`src/rtl/fft8_pkg.sv`:
```
package fft8_pkg;
  localparam int NPTS        = 8;
  localparam int DEF_SMP_W   = 16;
  localparam int DEF_FRAC_W  = 16;
  localparam int DEF_COS45   = 46340;
  localparam int GROWTH_BITS = 3;
endpackage

```
`src/rtl/fft8_capture.sv`:
```
module fft8_capture
  import fft8_pkg::*;
#(
  parameter int SMP_W = DEF_SMP_W
) (
  input  logic                    clk,
  input  logic                    rst,
  input  logic                    in_valid,
  input  logic [NPTS*SMP_W-1:0]   in_flat,
  output logic signed [SMP_W-1:0] bank [NPTS],
  output logic                    cap_valid
);
  always_ff @(posedge clk) begin
    if (rst) cap_valid <= 1'b0;
    else     cap_valid <= in_valid;
  end

  for (genvar n = 0; n < NPTS; n++) begin : g_lane
    always_ff @(posedge clk) begin
      if (rst)           bank[n] <= '0;
      else if (in_valid) bank[n] <= in_flat[n*SMP_W +: SMP_W];
    end

    p_capture_r1: assert property (@(posedge clk) disable iff (rst)
      in_valid |=> (bank[n] == $past(in_flat[n*SMP_W +: SMP_W])));
    p_ignore_r1: assert property (@(posedge clk) disable iff (rst)
      !in_valid |=> $stable(bank[n]));
  end
endmodule

```
`src/rtl/fft8_even_path.sv`:
```
module fft8_even_path
  import fft8_pkg::*;
#(
  parameter int BIN   = 0,
  parameter int SMP_W = DEF_SMP_W,
  parameter int BIN_W = DEF_SMP_W + GROWTH_BITS
) (
  input  logic signed [SMP_W-1:0] smp [NPTS],
  output logic signed [BIN_W-1:0] re_o,
  output logic signed [BIN_W-1:0] im_o
);
  localparam int HALF = NPTS / 2;
  localparam int S_W  = SMP_W + 1;

  logic signed [S_W-1:0]   s [HALF];
  logic signed [BIN_W-1:0] sw [HALF];

  for (genvar n = 0; n < HALF; n++) begin : g_pair
    assign s[n]  = S_W'(smp[n]) + S_W'(smp[n+HALF]);
    assign sw[n] = BIN_W'(s[n]);
  end

  if (BIN == 0) begin : g_dc
    assign re_o = sw[0] + sw[1] + sw[2] + sw[3];
    assign im_o = '0;
  end else if (BIN == 4) begin : g_nyq
    assign re_o = sw[0] - sw[1] + sw[2] - sw[3];
    assign im_o = '0;
  end else if (BIN == 2) begin : g_quarter
    assign re_o = sw[0] - sw[2];
    assign im_o = sw[3] - sw[1];
  end else begin : g_three_quarter
    assign re_o = sw[0] - sw[2];
    assign im_o = sw[1] - sw[3];
  end
endmodule

```
`src/rtl/fft8_odd_path.sv`:
```
module fft8_odd_path
  import fft8_pkg::*;
#(
  parameter int BIN    = 1,
  parameter int SMP_W  = DEF_SMP_W,
  parameter int BIN_W  = DEF_SMP_W + GROWTH_BITS,
  parameter int FRAC_W = DEF_FRAC_W,
  parameter int COEF   = DEF_COS45
) (
  input  logic                    clk,
  input  logic                    rst,
  input  logic signed [SMP_W-1:0] smp [NPTS],
  output logic signed [BIN_W-1:0] re_o,
  output logic signed [BIN_W-1:0] im_o
);
  localparam int HALF  = NPTS / 2;
  localparam int D_W   = SMP_W + 1;
  localparam int ACC_W = BIN_W + FRAC_W + 2;
  localparam bit FIRST_BASE = (BIN == 1) || (BIN == 7);
  localparam bit CONJ       = (BIN == 5) || (BIN == 7);
  localparam logic [FRAC_W-1:0] HALF_LSB = {1'b1, {(FRAC_W-1){1'b0}}};

  logic signed [D_W-1:0]   d [HALF];
  logic signed [ACC_W-1:0] dw [HALF];
  logic signed [ACC_W-1:0] coef_w, cm, cp, d0_q, d2_q;
  logic signed [ACC_W-1:0] re_acc, im_acc, re_fl, im_fl, re_wide, im_wide;
  logic                    re_up, im_up;
  logic signed [BIN_W-1:0] im_base;

  for (genvar n = 0; n < HALF; n++) begin : g_diff
    assign d[n]  = D_W'(smp[n]) - D_W'(smp[n+HALF]);
    assign dw[n] = ACC_W'(d[n]);
  end

  assign coef_w = ACC_W'(COEF);
  assign cm     = (dw[1] - dw[3]) * coef_w;
  assign cp     = (dw[1] + dw[3]) * coef_w;
  assign d0_q   = dw[0] <<< FRAC_W;
  assign d2_q   = dw[2] <<< FRAC_W;

  if (FIRST_BASE) begin : g_base1
    assign re_acc = d0_q + cm;
    assign im_acc = -d2_q - cp;
  end else begin : g_base3
    assign re_acc = d0_q - cm;
    assign im_acc = d2_q - cp;
  end

  assign re_fl   = re_acc >>> FRAC_W;
  assign im_fl   = im_acc >>> FRAC_W;
  assign re_up   = re_acc[FRAC_W-1:0] > HALF_LSB;
  assign im_up   = im_acc[FRAC_W-1:0] > HALF_LSB;
  assign re_wide = re_fl + {{(ACC_W-1){1'b0}}, re_up};
  assign im_wide = im_fl + {{(ACC_W-1){1'b0}}, im_up};
  assign re_o    = re_wide[BIN_W-1:0];
  assign im_base = im_wide[BIN_W-1:0];

  if (CONJ) begin : g_conj
    assign im_o = -im_base;
  end else begin : g_direct
    assign im_o = im_base;
  end

  p_no_overflow_r10: assert property (@(posedge clk) disable iff (rst)
    (re_wide == ACC_W'(re_o)) && (im_wide == ACC_W'(im_base)));
endmodule

```
`src/rtl/fft8_direct.sv`:
```
module fft8_direct
  import fft8_pkg::*;
#(
  parameter int SMP_W  = DEF_SMP_W,
  parameter int FRAC_W = DEF_FRAC_W,
  parameter int COEF   = DEF_COS45
) (
  input  logic                         clk,
  input  logic                         rst,
  input  logic                         in_valid,
  input  logic [NPTS*SMP_W-1:0]        in_samples,
  output logic                         out_valid,
  output logic [NPTS*(SMP_W+GROWTH_BITS)-1:0] out_re,
  output logic [NPTS*(SMP_W+GROWTH_BITS)-1:0] out_im
);
  localparam int BIN_W = SMP_W + GROWTH_BITS;

  logic signed [SMP_W-1:0] bank [NPTS];
  logic                    cap_valid;
  logic signed [BIN_W-1:0] re_c [NPTS];
  logic signed [BIN_W-1:0] im_c [NPTS];
  logic signed [BIN_W-1:0] re_q [NPTS];
  logic signed [BIN_W-1:0] im_q [NPTS];

  fft8_capture #(.SMP_W(SMP_W)) u_capture (
    .clk(clk), .rst(rst), .in_valid(in_valid), .in_flat(in_samples),
    .bank(bank), .cap_valid(cap_valid)
  );

  for (genvar k = 0; k < NPTS; k++) begin : g_bin
    if (k % 2 == 0) begin : g_even
      fft8_even_path #(.BIN(k), .SMP_W(SMP_W), .BIN_W(BIN_W)) u_path (
        .smp(bank), .re_o(re_c[k]), .im_o(im_c[k])
      );
    end else begin : g_odd
      fft8_odd_path #(.BIN(k), .SMP_W(SMP_W), .BIN_W(BIN_W),
                      .FRAC_W(FRAC_W), .COEF(COEF)) u_path (
        .clk(clk), .rst(rst), .smp(bank), .re_o(re_c[k]), .im_o(im_c[k])
      );
    end

    always_ff @(posedge clk) begin
      if (rst) begin
        re_q[k] <= '0;
        im_q[k] <= '0;
      end else if (cap_valid) begin
        re_q[k] <= re_c[k];
        im_q[k] <= im_c[k];
      end
    end

    assign out_re[k*BIN_W +: BIN_W] = re_q[k];
    assign out_im[k*BIN_W +: BIN_W] = im_q[k];
  end

  always_ff @(posedge clk) begin
    if (rst) out_valid <= 1'b0;
    else     out_valid <= cap_valid;
  end

  p_latency_r2: assert property (@(posedge clk) disable iff (rst)
    (!$past(rst) && !$past(rst, 2)) |-> (out_valid == $past(in_valid, 2)));
  p_hold_r3: assert property (@(posedge clk) disable iff (rst)
    !cap_valid |=> ($stable(out_re) && $stable(out_im) && !out_valid));
  p_reset_r3: assert property (@(posedge clk) disable iff (rst)
    $past(rst) |-> (!out_valid && out_re == '0 && out_im == '0));
  p_conj26_r5: assert property (@(posedge clk) disable iff (rst)
    (re_q[6] == re_q[2]) && (im_q[6] == -im_q[2]));
  p_conj_r8: assert property (@(posedge clk) disable iff (rst)
    (re_q[5] == re_q[3]) && (im_q[5] == -im_q[3]) &&
    (re_q[7] == re_q[1]) && (im_q[7] == -im_q[1]));
endmodule

```
`config.mk`:
```
export PLATFORM = sky130hd
export DESIGN_NAME = fft8_direct
export DESIGN_NICKNAME = d
export VERILOG_FILES = /design/src/rtl/fft8_pkg.sv /design/src/rtl/fft8_capture.sv /design/src/rtl/fft8_even_path.sv /design/src/rtl/fft8_odd_path.sv /design/src/rtl/fft8_direct.sv
export SDC_FILE = /design/constraint.sdc
export NUM_CORES = 2
export LEC_CHECK = 0
export CAP_MARGIN = 10
export CORE_AREA = 3 3 268 270
export CTS_CLUSTER_DIAMETER = 120
export DETAILED_ROUTE_END_ITERATION = 7
export DIE_AREA = 0 0 271 273
export GPL_TIMING_DRIVEN = 0
export HOLD_SLACK_MARGIN = 0.06
export PLACE_DENSITY = 0.92
export SYNTH_ARGS = -nofsm -noshare
export SYNTH_HDL_FRONTEND = slang
export SYNTH_SLANG_ARGS = --single-unit
export TNS_END_PERCENT = 50
```
`constraint.sdc`:
```
create_clock -name clk -period 16.2 [get_ports clk]
set_clock_uncertainty 0.1 [all_clocks]
set_input_delay 3.24 -clock clk [delete_from_list [all_inputs] [get_ports clk]]
set_output_delay 3.24 -clock clk [all_outputs]
set_load 0.02 [all_outputs]
```
==> out/metrics.cfg <==
[critical_path]
critical_path.slowest_cell = sky130_fd_sc_hd__a21oi_1
wp_data_required_ns = 16.51
crit_family = compound AO/OA/AOI/OAI gates
worst_path_largest_cell_delay_ns = 0.87
worst-setup-path-type = reg2reg
cp_num_buf_inv = 7
cp_max_fo = 17
worst_setup_path_end_kind = flip-flop
start_kind = flip-flop
worstPathArrival_ns = 15.51

[clocking]
clk_root_buffer_cell = sky130_fd_sc_hd__clkbuf_16
number_of_buffers_added_for_setup_after_cts = 0
clock_latency_ns = 0.61
cts_buffer_count = 40
cts-root-to-sink-buffers = 3
post_cts.resized_instances = 0
htreeDepth = 2
cts.hold.buffers_added = 0
clk_pin_slew_ns = 0.06
cts.sink_count = 333
tritoncts_clock_tree = built

[route]
detailroute.via_count = 36300
wl_met3_mm = 10.92
m1WireLength_mm = 46.65
met2_wl_mm = 57.39
remaining_drc_errors = 0
wl_per_cell_um = 20.17
drt_wl_total_mm = 123.5
drt_pre_antenna_iters = 6
drt_iter0_markers = 3303
drt.antenna.violating_nets = 0
post_drt_via_cell_ratio = 5.930
top_layer_used = met5

[finish]
design.final.nets = 6134
area_growth_pct = 16.33
leading_cell_type_in_the_layout_fill_and_taps_excluded = sky130_fd_sc_hd__ha_1
drive_above_1_share = 0.04501
most_used_cells_in_the_layout_excluding_fill_and_tap_cells = 639 x sky130_fd_sc_hd__ha_1, 591 x sky130_fd_sc_hd__inv_1, 520 x sky130_fd_sc_hd__nor2_1
filler_cell_count = 5093
postLayoutCoreUtil = 0.6839
final_area_um2 = 47730

[min_path]
worstHoldPathType = reg2reg

[grt]
via_count_of_the_first_global_routing_pass = 35300
grt_start_max_net_pins = 79
grtUsageTotal = 0.3220
antenna_found_initial = 7
grt_remaining_overflow = 0
grt_first_pass_wirelength_mm = 188.5

[synthesis]
post-synth-top-area-cell = sky130_fd_sc_hd__ha_1
async_s_r_ff_share_synth = 0
synthesis.area_per_instance_um2 = 8.791
synth_cell_types = 103
ys_seq_area_frac = 0.2120
yosys_register_bits = 333
synth.top_cells.by_area = sky130_fd_sc_hd__ha_1 19%, sky130_fd_sc_hd__edfxtp_1 15%, sky130_fd_sc_hd__fa_1 11%, sky130_fd_sc_hd__dfxtp_1 6.3%, sky130_fd_sc_hd__inv_1 5.4%
synth_top_area_frac = 0.1949
postSynth.topFlopCell = sky130_fd_sc_hd__edfxtp_1
synth.cell_area_um2 = 41030
synthCells = 4667
ys_warn_count = 0
synth-edff-count = 203

[placement]
globalplace.congestion = 1.015
buffer_ports.inserted = 395
dpl.hpwl_mm = 100.8
dpl-instance-area_um2 = 46380

[die]
die_width_um = 271
floorplan.initialDensity = 0.5879
core_area_um2 = 69790
die_area_um2 = 73980
floorplan.die.height_um = 273
num_io_pins = 436
std_cell_rows = 97

[sta]
timing.hold.ws_ns = 0.4328
final.min_clock_period_ns = 15.20
slew_viol_final = 0
min_period_over_period = 0.9383
report.final.hold_viol_count = 0
max_freq_ghz = 0.06579
setup-tns-final_ns = 0
actual_slew_at_the_worst_max_slew_pin_ns = 1.387
rsz0062_at_grt = no
timing.slew.headroom = 0.07512
finalSetupViolCount = 0

[outcome]
status = complete, no violations

[flow_run]
maxCapViolCount = 0

-- metal layers --
metal | global-route usage | up-vias
met5 | 0 | -
met4 | 0.1961 | 2
met3 | 0.05575 | 408
met2 | 0.5361 | 1722
met1 | 0.3903 | 17310
li1 | - | 16860
-- cell families (layout without fill, tap and decap cells) --
group           Yosys count  in the layout  synth area share
simple gates           1272           1272            0.1499
compound gates          900            900            0.1405
flops                   333            333            0.2120
xor+xnor                355            355           0.07780
fa+ha+maj               859            859            0.3017
mux                     144            144           0.03525
buf+inv                 803           1276           0.08274
other cells               1             43        0.00009140
-- worst paths after layout --
kind	startpoint	cells after the start	slack (ns)	endpoint
worst min-delay path	u_capture.bank[58]$_SDFFE_PP0P_	2	0.43	u_capture.bank[58]$_SDFFE_PP0P_
worst max register to register	u_capture.bank[96]$_SDFFE_PP0P_	51	1.0	im_q[1][75]$_SDFFCE_PN0P_
worst min register to register	u_capture.bank[58]$_SDFFE_PP0P_	2	0.43	u_capture.bank[58]$_SDFFE_PP0P_
worst max-delay path	u_capture.bank[96]$_SDFFE_PP0P_	51	1.0	im_q[1][75]$_SDFFCE_PN0P_
-- Yosys cell counts (122+ instances only) --
cell type / n
sky130_fd_sc_hd__xor2_1: 122
sky130_fd_sc_hd__o21ai_0: 199
sky130_fd_sc_hd__nand2_1: 180
sky130_fd_sc_hd__nor3_1: 132
sky130_fd_sc_hd__xnor2_1: 227
sky130_fd_sc_hd__dfxtp_1: 130
sky130_fd_sc_hd__inv_1: 591
sky130_fd_sc_hd__ha_1: 639
sky130_fd_sc_hd__nor2_1: 520
sky130_fd_sc_hd__fa_1: 218
sky130_fd_sc_hd__a21oi_1: 292
sky130_fd_sc_hd__edfxtp_1: 203
sky130_fd_sc_hd__mux2i_1: 140
-- tightest hold or removal path: cells and delay by family (launching register included) --
| family | cells | cell delay (ns) |
|---|---|---|
| DFF | 1 | 0.35 |
| muxes | 1 | 0.08 |
| and+or+nand+nor | 1 | 0.07 |
-- sequential cells by signal (all words and copies together), names as in the netlist --
| name | cells |
|---|---|
| im_q | 109 |
| out_valid | 1 |
| re_q | 94 |
| u_capture.bank | 128 |
| u_capture.cap_valid | 1 |
-- cell type report --
type                    count  area [um2]  share of cell area
diodes                      5       12.51           0.0002622
flip-flops and latches    333        8698              0.1822
plain buffers             208        1162             0.02435
well taps                 940        1176             0.02464
clock inverters            18       168.9            0.003539
repair buffers            400        4043             0.08470
multi-input cells        3568       29080              0.6093
inverters                 595        2233             0.04679
clock buffers              55        1151             0.02412
-- per-stage QoR --
| stage | cells | worst slack (ns) |
|---|---|---|
| finish | 6122 | 0.9995 |
| global route | 6118 | 0.3973 |
| CTS | 6116 | 1.523 |
| detailed placement | 6043 | 1.616 |
| global placement | 6039 | 1.984 |
| floorplan | 4704 | 4.296 |
Power is left out: the tool's default activity adds up to more than one toggle a clock period on the data nets, which glitch-free logic cannot reach.
